`config.mk`:
```
export PLATFORM = sky130hd
export DESIGN_NAME = dacx_i2c_slave
export DESIGN_NICKNAME = d
export VERILOG_FILES = /design/src/rtl/dacx_pkg.sv /design/src/rtl/dacx_line_sync.sv /design/src/rtl/dacx_ctrl.sv /design/src/rtl/dacx_regs.sv /design/src/rtl/dacx_i2c_slave.sv
export SDC_FILE = /design/constraint.sdc
export NUM_CORES = 1
export LEC_CHECK = 0
export ABC_AREA = 1
export BUFFER_PORTS_ARGS = -buffer_cell sky130_fd_sc_hd__buf_2
export CAP_MARGIN = 40
export CELL_PAD_IN_SITES_DETAIL_PLACEMENT = 1
export CELL_PAD_IN_SITES_GLOBAL_PLACEMENT = 1
export CORE_ASPECT_RATIO = 2
export CORE_MARGIN = 2
export CORE_UTILIZATION = 45
export DETAILED_ROUTE_END_ITERATION = 16
export PLACE_DENSITY_LB_ADDON = 0.1
export SLEW_MARGIN = 20
export SYNTH_ARGS = -nofsm -noshare
export SYNTH_HDL_FRONTEND = slang
export SYNTH_SLANG_ARGS = --single-unit
```
`constraint.sdc`:
```
create_clock -name clk -period 2.4 [get_ports clk]
set_clock_uncertainty 0.1 [all_clocks]
set_input_delay 0.24 -clock clk [delete_from_list [all_inputs] [get_ports clk]]
set_output_delay 0.24 -clock clk [all_outputs]
set_load 0.005 [all_outputs]
```
`src/rtl/dacx_pkg.sv`:
```
package dacx_pkg;
    localparam int BYTE_BITS = 8;

    typedef enum logic [3:0] {
        ST_IDLE,
        ST_ADDR,
        ST_ADDR_ACK,
        ST_CMD,
        ST_CMD_ACK,
        ST_DATA,
        ST_DATA_ACK,
        ST_RD,
        ST_HOLD
    } dacx_state_e;
endpackage

```
`src/rtl/dacx_line_sync.sv`:
```
module dacx_line_sync (
    input  logic clk,
    input  logic rst_n,
    input  logic scl_i,
    input  logic sda_i,
    output logic sda_s,
    output logic scl_rise,
    output logic scl_fall,
    output logic bus_start,
    output logic bus_stop
);
    logic [1:0] scl_pipe;
    logic [1:0] sda_pipe;
    logic       scl_q;
    logic       sda_q;
    logic       scl_s;

    always_ff @(posedge clk or negedge rst_n) begin
        if (!rst_n) begin
            scl_pipe <= 2'b11;
            sda_pipe <= 2'b11;
            scl_q    <= 1'b1;
            sda_q    <= 1'b1;
        end else begin
            scl_pipe <= {scl_pipe[0], scl_i};
            sda_pipe <= {sda_pipe[0], sda_i};
            scl_q    <= scl_pipe[1];
            sda_q    <= sda_pipe[1];
        end
    end

    assign scl_s     = scl_pipe[1];
    assign sda_s     = sda_pipe[1];
    assign scl_rise  = scl_s & ~scl_q;
    assign scl_fall  = ~scl_s & scl_q;
    assign bus_start = scl_s & scl_q & sda_q & ~sda_s;
    assign bus_stop  = scl_s & scl_q & ~sda_q & sda_s;
endmodule

```
`src/rtl/dacx_ctrl.sv`:
```
module dacx_ctrl
    import dacx_pkg::*;
#(
    parameter int          SEL_W   = 2,
    parameter int          HI_W    = 7 - SEL_W,
    parameter logic [HI_W-1:0] ADDR_HI = 5'b10110,
    parameter int          CODE_W  = 8
) (
    input  logic              clk,
    input  logic              rst_n,
    input  logic              sda_s,
    input  logic              scl_rise,
    input  logic              scl_fall,
    input  logic              bus_start,
    input  logic              bus_stop,
    input  logic [SEL_W-1:0]  addr_sel,
    input  logic              more_dac,
    input  logic [CODE_W-1:0] rd_word,
    output logic              sda_oe,
    output logic              wr_en,
    output logic [7:0]        wr_sel,
    output logic [CODE_W-1:0] wr_data
);
    localparam logic [3:0] BYTE_END = 4'(BYTE_BITS);
    localparam logic [3:0] LAST_TX  = 4'(BYTE_BITS - 1);
    localparam logic [3:0] HALF     = 4'(BYTE_BITS / 2);

    dacx_state_e state;
    logic [3:0]  cnt;
    logic [7:0]  shreg;
    logic [7:0]  cmd;
    logic [7:0]  tx;
    logic        rw;
    logic        shifting;
    logic        own_match;

    assign shifting  = (state == ST_ADDR || state == ST_CMD || state == ST_DATA)
                       && scl_rise && (cnt != BYTE_END);
    assign own_match = (shreg[7:1] == {ADDR_HI, addr_sel});

    // state register and datapath registers
    always_ff @(posedge clk or negedge rst_n) begin
        if (!rst_n) begin
            state <= ST_IDLE;
            cnt   <= '0;
            shreg <= '0;
            cmd   <= '0;
            tx    <= '0;
            rw    <= 1'b0;
            wr_en <= 1'b0;
        end else begin
            wr_en <= 1'b0;
            if (bus_stop) begin
                state <= ST_IDLE;
            end else if (bus_start) begin
                state <= ST_ADDR;
                cnt   <= '0;
            end else begin
                if (shifting) begin
                    shreg <= {shreg[6:0], sda_s};
                    cnt   <= cnt + 4'd1;
                end
                unique case (state)
                    ST_IDLE, ST_HOLD: begin
                    end
                    ST_ADDR: begin
                        if (scl_fall && cnt == BYTE_END) begin
                            cnt <= '0;
                            if (own_match) begin
                                rw    <= shreg[0];
                                state <= ST_ADDR_ACK;
                            end else begin
                                state <= ST_HOLD;
                            end
                        end
                    end
                    ST_ADDR_ACK: begin
                        if (scl_fall) begin
                            cnt <= '0;
                            if (rw) begin
                                tx    <= rd_word;
                                state <= ST_RD;
                            end else begin
                                state <= ST_CMD;
                            end
                        end
                    end
                    ST_CMD: begin
                        if (scl_fall && cnt == BYTE_END) begin
                            cmd   <= shreg;
                            cnt   <= '0;
                            state <= ST_CMD_ACK;
                        end
                    end
                    ST_CMD_ACK: begin
                        if (scl_fall) state <= ST_DATA;
                    end
                    ST_DATA: begin
                        if (scl_fall && cnt == BYTE_END) begin
                            cnt   <= '0;
                            state <= ST_DATA_ACK;
                        end
                    end
                    ST_DATA_ACK: begin
                        if (scl_fall) begin
                            wr_en <= 1'b1;
                            state <= ST_HOLD;
                        end
                    end
                    ST_RD: begin
                        if (scl_fall) begin
                            if (cnt == LAST_TX) begin
                                state <= ST_HOLD;
                            end else begin
                                tx  <= {tx[6:0], 1'b0};
                                cnt <= cnt + 4'd1;
                            end
                        end
                    end
                    default: state <= ST_IDLE;
                endcase
            end
        end
    end

    // outputs
    always_comb begin
        sda_oe = 1'b0;
        unique case (state)
            ST_ADDR_ACK, ST_CMD_ACK, ST_DATA_ACK: sda_oe = 1'b1;
            ST_RD:                                sda_oe = ~tx[7];
            default:                              sda_oe = 1'b0;
        endcase
    end

    assign wr_sel  = cmd;
    assign wr_data = shreg[CODE_W-1:0];

    // SDA drive moves only after a falling SCL edge or a bus condition
    p_sda_on_low_r2: assert property (@(posedge clk) disable iff (!rst_n)
        (sda_oe != $past(sda_oe)) |-> ($past(scl_fall) || $past(bus_start) || $past(bus_stop)));

    // register update is launched by a falling SCL edge with no STOP
    p_commit_on_fall_r4: assert property (@(posedge clk) disable iff (!rst_n)
        wr_en |-> ($past(scl_fall) && !$past(bus_stop) && !$past(bus_start)));

    // narrow port: upper returned bits are driven as 0
    p_narrow_read_zero_r7: assert property (@(posedge clk) disable iff (!rst_n)
        (state == ST_RD && more_dac && cnt < HALF) |-> sda_oe);
endmodule

```
`src/rtl/dacx_regs.sv`:
```
module dacx_regs #(
    parameter int CODE_W = 8,
    parameter int N_CH   = 8,
    parameter int EXP_W  = 8
) (
    input  logic                     clk,
    input  logic                     rst_n,
    input  logic                     more_dac,
    input  logic                     wr_en,
    input  logic [7:0]               wr_sel,
    input  logic [CODE_W-1:0]        wr_data,
    input  logic [EXP_W-1:0]         exp_in,
    output logic [EXP_W-1:0]         rd_word,
    output logic [EXP_W-1:0]         exp_out,
    output logic [N_CH*CODE_W-1:0]   dac_code
);
    localparam int NARROW_CH  = N_CH / 2;
    localparam int NARROW_EXP = EXP_W / 2;
    localparam int PAD_W      = EXP_W - NARROW_EXP;

    for (genvar g = 0; g < N_CH; g++) begin : g_ch
        localparam bit IN_NARROW = (g < NARROW_CH);
        logic [CODE_W-1:0] code_q;
        logic              hit;
        assign hit = wr_en && (wr_sel == 8'(g + 1)) && (more_dac || IN_NARROW);
        always_ff @(posedge clk or negedge rst_n) begin
            if (!rst_n)   code_q <= '0;
            else if (hit) code_q <= wr_data;
        end
        assign dac_code[g*CODE_W +: CODE_W] = code_q;
    end

    always_ff @(posedge clk or negedge rst_n) begin
        if (!rst_n) begin
            exp_out <= '0;
        end else if (wr_en && wr_sel == 8'd0) begin
            exp_out <= more_dac ? {{PAD_W{1'b0}}, wr_data[NARROW_EXP-1:0]}
                                : wr_data[EXP_W-1:0];
        end
    end

    assign rd_word = more_dac ? {{PAD_W{1'b0}}, exp_in[NARROW_EXP-1:0]} : exp_in;

    p_upper_zero_r6: assert property (@(posedge clk) disable iff (!rst_n)
        (wr_en && more_dac && wr_sel == 8'd0) |=> (exp_out[EXP_W-1:NARROW_EXP] == '0));

    p_code_hold_r9: assert property (@(posedge clk) disable iff (!rst_n)
        ((dac_code != $past(dac_code)) || (exp_out != $past(exp_out))) |-> $past(wr_en));
endmodule

```
`src/rtl/dacx_i2c_slave.sv`:
```
module dacx_i2c_slave #(
    parameter int              SEL_W   = 2,
    parameter logic [6-SEL_W:0] ADDR_HI = 5'b10110,
    parameter int              CODE_W  = 8,
    parameter int              N_CH    = 8,
    parameter int              EXP_W   = 8
) (
    input  logic                   clk,
    input  logic                   rst_n,
    input  logic                   scl_i,
    input  logic                   sda_i,
    output logic                   sda_oe,
    input  logic [SEL_W-1:0]       addr_sel,
    input  logic                   more_dac,
    input  logic [EXP_W-1:0]       exp_in,
    output logic [EXP_W-1:0]       exp_out,
    output logic [N_CH*CODE_W-1:0] dac_code
);
    logic              sda_s;
    logic              scl_rise;
    logic              scl_fall;
    logic              bus_start;
    logic              bus_stop;
    logic              wr_en;
    logic [7:0]        wr_sel;
    logic [CODE_W-1:0] wr_data;
    logic [EXP_W-1:0]  rd_word;

    dacx_line_sync u_sync (
        .clk       (clk),
        .rst_n     (rst_n),
        .scl_i     (scl_i),
        .sda_i     (sda_i),
        .sda_s     (sda_s),
        .scl_rise  (scl_rise),
        .scl_fall  (scl_fall),
        .bus_start (bus_start),
        .bus_stop  (bus_stop)
    );

    dacx_ctrl #(
        .SEL_W   (SEL_W),
        .HI_W    (7 - SEL_W),
        .ADDR_HI (ADDR_HI),
        .CODE_W  (CODE_W)
    ) u_ctrl (
        .clk       (clk),
        .rst_n     (rst_n),
        .sda_s     (sda_s),
        .scl_rise  (scl_rise),
        .scl_fall  (scl_fall),
        .bus_start (bus_start),
        .bus_stop  (bus_stop),
        .addr_sel  (addr_sel),
        .more_dac  (more_dac),
        .rd_word   (rd_word),
        .sda_oe    (sda_oe),
        .wr_en     (wr_en),
        .wr_sel    (wr_sel),
        .wr_data   (wr_data)
    );

    dacx_regs #(
        .CODE_W (CODE_W),
        .N_CH   (N_CH),
        .EXP_W  (EXP_W)
    ) u_regs (
        .clk      (clk),
        .rst_n    (rst_n),
        .more_dac (more_dac),
        .wr_en    (wr_en),
        .wr_sel   (wr_sel),
        .wr_data  (wr_data),
        .exp_in   (exp_in),
        .rd_word  (rd_word),
        .exp_out  (exp_out),
        .dac_code (dac_code)
    );
endmodule

```
## Yosys cells after proc, flatten, opt, wreduce, memory -nomap -nowiden

Index checks and enable logic that the tools add are counted.

- Register bits after elaboration: 112
- Bits in latches: 0
- Memory bits (writable): 0
- Bits in read-only memories: 0
- Input port bits: 15
- Output and inout bits: 73
- Logic and storage cells: 129
- Memories kept: 0

- Add/sub/neg operators: 1
- $mul: 0
- Div/mod/pow operators: 0
- Order comparisons: 0
- Eq/ne operators: 33
- Shift-type cells: 0
- Muxes and demuxes: 32
- Bitwise gates (word level): 14
- Reductions and logical operators: 29

Operators by type and width:

| operator | number |
|---|---|
| $mux 4 | 17 |
| $mux 8 | 6 |
| $eq 8x3->1 const B | 4 |
| $pmux 4 s8 | 1 |
| $eq 4x3->1 const B | 5 |
| $ne 4x3->1 const B | 5 |
| $eq 8x2->1 const B | 2 |
| $logic_and 1x1->1 | 16 |
| $ne 4x4->1 const B | 4 |
| $pmux 8 s2 | 1 |
| $pmux 4 s3 | 1 |
| $reduce_and 9->1 | 1 |
| $eq 4x2->1 const B | 2 |
| $eq 4x4->1 const B | 2 |
| $eq 8x1->1 const B | 1 |
| $eq 8x4->1 const B | 1 |
| $logic_not 8->1 | 1 |
| $and 1x1->1 | 7 |
| $eq 7x7->1 | 1 |
| $not 1->1 | 7 |
| $reduce_and 7->1 | 1 |
| $ne 2x1->1 const B | 3 |
| $reduce_or 3->1 | 2 |
| $reduce_and 5->1 | 1 |
| other kinds (13) | 17 |

## Logic depth before layout (Yosys ltp)

- Depth in word-level cells: 10
- Gate-level depth with buffers: 11
- Mapped depth without buffers: 11

## Hierarchy

Synthesis repeated with hierarchy kept, for this count alone.

- Cells, all modules: 639
- Area, all modules: 5410.2 µm²

Modules (own cells, without submodules):

| module | times used | cells each | area an instance (µm²) | sequential area each (µm²) |
|---|---|---|---|---|
| dacx_regs | 1 | 366 | 3205.6 | 1801.7 |
| dacx_ctrl | 1 | 256 | 2005.7 | 850.8 |
| dacx_line_sync | 1 | 17 | 198.9 | 157.7 |

## Worst setup path after synthesis

Ideal clock, no wire load.

- Path type: register to register
- Start: register u_sync.sda_pipe[1]
- End: register u_ctrl.tx[0]
- Library setup time: 0.065 ns
- Arrival: 1.410 ns
- Slack: 0.825 ns
- Cell stages (with the launch flop): 9
- Buffers on the path: 0
- Period minus slack after synthesis: 1.575 ns
- Cell sequence: dfstp_2 -> inv_1 -> nand2_1 -> nor2_1 -> nor2_2 -> nand3_1 -> a21oi_2 -> nand2_1 -> nand2_1

- Longest elaborated chain between the ends: 4
- Elaborated cells on any way between the ends: 6
- Classes of those cells: 5 x bitwise; 1 x reduce/logical

Ends and longest elaborated chain:

| what | RTL line | text |
|---|---|---|
| start, declared | dacx_line_sync.sv:13 | `logic [1:0] sda_pipe;` |
| start signal, assigned | dacx_line_sync.sv:26 | `sda_pipe <= {sda_pipe[0], sda_i};` |
| $not 1->1 | dacx_line_sync.sv:36 | `assign bus_start = scl_s & scl_q & sda_q & ~sda_s;` |
| $and 1x1->1 | dacx_line_sync.sv:36 |  |
| $not 1->1 (no source line) | n/a |  |
| $reduce_and 7->1 (no source line) * | n/a |  |
| end signal, assigned | dacx_ctrl.sv:81 | `tx <= rd_word;` |
| end signal, assigned | dacx_ctrl.sv:115 | `tx <= {tx[6:0], 1'b0};` |
| end, declared | dacx_ctrl.sv:32 | `logic [7:0] tx;` |

Mark *: on every way between the ends. The rest lies on a longest branch, timed or not.
A chain may end at the register's enable or synchronous reset.

## Worst setup path in the final report

- Start: register u_ctrl.state[3]
- End: output port sda_oe

- Longest elaborated chain between the ends: 3
- Elaborated cells on any way between the ends: 6
- Classes of those cells: 4 x eq/ne; 1 x mux; 1 x reduce/logical

Ends and longest elaborated chain:

| what | RTL line | text |
|---|---|---|
| start, declared | dacx_ctrl.sv:28 | `dacx_state_e state;` |
| start signal, assigned | dacx_ctrl.sv:44 | `state <= ST_IDLE;` |
| start signal, assigned | dacx_ctrl.sv:54 | `state <= ST_IDLE;` |
| start signal, assigned | dacx_ctrl.sv:56 | `state <= ST_ADDR;` |
| $eq 4x2->1 or $eq 4x3->1 (tied branches) | dacx_ctrl.sv:129 | `unique case (state)` |
| $reduce_or 3->1 | dacx_ctrl.sv:129 |  |
| $pmux 1 s2 * | dacx_ctrl.sv:129 |  |
| end, declared | dacx_i2c_slave.sv:12 | `output logic sda_oe,` |

Marks and branches as above.

==> reports/metrics.csv <==
metric;value;unit
cts_sinks;112;
numCtsBuffers;9;
globalRouteMet3Util;3.45;%
ys_ff_latch;112;
post-synth-top-area-cell;dfrtp_1;
period_minus_slack;2130;ps
grt_usage;23.3;%
grt_max_degree;53;
synth_area_leaders;dfrtp_1 56%, nand2_1 14%, o21ai_0 7.3%;
r2r_slack;500;ps
core;10400;µm²
p_comb_share;5.1;%
routed_via_density;5.19;
dp_hpwl;9.02;mm
drv_cap;0;
die_w;76.7;µm
syn_inst;531;
initial_core_util;45.7;%
htree_levels;3;
internal_power;2.90;mW
grt_pass1_vias;4055;
finalCritPeriodShare;88.7;%
grt_pass1_wl;20.8;mm
stdcell_area;5650;µm²
routed_wl;12.6;mm
worstHoldPathType;in -> reg;
drc_errors;0;
n_fill_cell;1285;
p_clk_share;42.7;%
power_density;658;nW/µm²
syn_nets;548;
power;3.72;mW
ant_nets;0;
drt_pass1_iterations;4;
setup_viol;0;
io_pins;88;
num_rows;53;
clk_pin_slew;70;ps
ys_warn_count;0;
reg2reg_to;u_ctrl.cnt[1]$_DFFE_PN0N_;
end_kind;output pin;
post_cts_resized;0;
post_dp_cell_area;5310;µm²
clk_latency;340;ps
relSlewSlack;60.5;%
place_inst;739;
r2r_cells;8;
crit_type;reg -> out;
rsz0062_at_grt;false;
drt_iter0_drc;162;
crit_fanout;7;
grt_use_met2;44.1;%
critPathLaunch;u_ctrl.state[3]$_DFFE_PN0P_;
hold_path_end;u_ctrl.tx[2]$_DFFE_PN0P_;
fmax;470;MHz
avgRoutedWirePerCell;16.7;µm
synth_cell_types;33;
vias;3925;
antenna_found_initial;0;
place_congestion;0.913;
vdd_drop_max;0.496;mV
grt-ovfl-total;0;
grt_busiest_layer;met2;
crit_path_start_kind;register;
timing.final.ws_setup;271;ps
p_sw_share;22.0;%
syn_avg_cell_area;8.95;µm²
grtUsageMet1;25.6;%
syn_to_final_growth;18.8;%
cp_data_required_time;2060;ps
syn_area;4750;µm²
tightest_slew;590;ps
cts_root_buffer;clkbuf_16;
port_buffers;87;
final_common_cell;nand2_1;
min_from;exp_in[2];
whs;91.4;ps
outcome;finished clean;
die_y;149;µm
layout.cells.most_common_list;177 x nand2_1, 106 x dfrtp_1, 86 x buf_2;
pre_cts_ws;516;ps
finalMaxSlewViolations;0;
cts_tree;done;
power.leakage;2.85;nW
worstPathArrival;1790;ps
postLayoutCoreUtil;54.2;%
min_path_cells;5;
worstReg2RegStart;u_ctrl.state[0]$_DFFE_PN0P_;
ys_seq_area_share;59.1;%
nNetsFinal;633;
die-area;11500;µm²
p_seq_share;52.2;%
antenna_cells;0;
fin_tns_setup;0;ps
switching_power;0.818;mW
final_cells;756;
clk_path_buf_depth;2;
hold_violations;0;
drive_gt1_share;21.6;%
synth.top_cell.area_share;55.8;%
==> kinds of logic after synthesis <==
logic type,Yosys count,share of synthesized area [%]
AND/OR/NAND/NOR,244,21.7
flip-flops,112,59.1
AO/OA/AOI/OAI,108,12.5
buffers and inverters,63,5.74
XOR/XNOR,2,0.368
adder cells (fa/ha/maj),2,0.526
==> critical path: stages, from the launching register on <==
cell      delay [ps]
dfrtp_1          440
inv_1            170
nand4_1          380
o221ai_1         290
buf_2            150
==> state kept, by name (all words and copies together), names as in the netlist <==
| name | cells |
|---|---|
| u_ctrl.wr_sel | 8 |
| u_ctrl.wr_data | 8 |
| u_sync.sda_q | 1 |
| u_ctrl.rw | 1 |
| u_ctrl.state | 4 |
| u_sync.scl_q | 1 |
| u_ctrl.tx | 8 |
| u_sync.sda_pipe | 2 |
| u_regs.g_ch.code_q | 64 |
| u_regs.exp_out | 8 |
| u_ctrl.wr_en | 1 |
| u_sync.scl_pipe | 2 |
| u_ctrl.cnt | 4 |
==> area by class of cell <==
type,count,area [µm²],area share [%]
multi-input combinational,356,1670,29.6
timing repair buffer,97,533,9.44
tap,137,171,3.04
clock inverter,3,67.6,1.20
sequential,112,2810,49.8
inverter,40,150,2.66
clock buffer,11,243,4.30
==> how the worst max path moves through the flow <==
stage                                      to  slack, ps  cells past startpoint
floorplan            u_ctrl.tx[0]$_DFFE_PN0P_        820                      8
global placement     u_ctrl.tx[7]$_DFFE_PN0P_        580                      8
detailed placement  u_ctrl.cnt[1]$_DFFE_PN0N_        520                      8
CTS                                    sda_oe        230                      4
global route                           sda_oe        130                      4
finish                                 sda_oe        270                      4
==> layer usage <==
layer	vias up	share of wire (%)
li1	1877	-
met1	1949	38
met2	74	56
met3	25	2.4
met4	0	3.1
met5	-	0
==> what timing repair did <==
action                    in CTS  in global routing
hold buffers                   3                  0
setup buffers                  0                  0
hold endpoints to repair      32                  0
==> Yosys cell counts <==
library cell  number
nand2_1          177
dfrtp_1          106
o21ai_0           69
inv_1             39
nand3_1           26
nor2_1            21
o21ai_1           17
clkbuf_1          15
o21ai_2            7
dfstp_2            6
nor3_1             5
o31ai_1            5
a21oi_1            4
buf_4              3
buf_6              3
nand3_2            3
nor2_2             3
buf_2              2
ha_1               2
nand2_2            2
nand4_1            2
o21bai_1           2
xor2_1             2
a21oi_2            1
a22oi_1            1
inv_2              1
nand4_2            1
nor2_4             1
nor3_2             1
nor4_1             1
nor4_4             1
o221ai_1           1
o22ai_1            1
==> power groups by stage <==
stage	Sequential [mW]	Clock, mW	Combinational, mW
after floorplan	1.97	0	0.0950
after global placement	1.97	0	0.183
after detailed placement	1.98	0	0.193
after CTS	1.94	1.62	0.198
after global routing	1.94	1.69	0.220
final	1.94	1.59	0.190
Power figures use the tool's default switching activity.
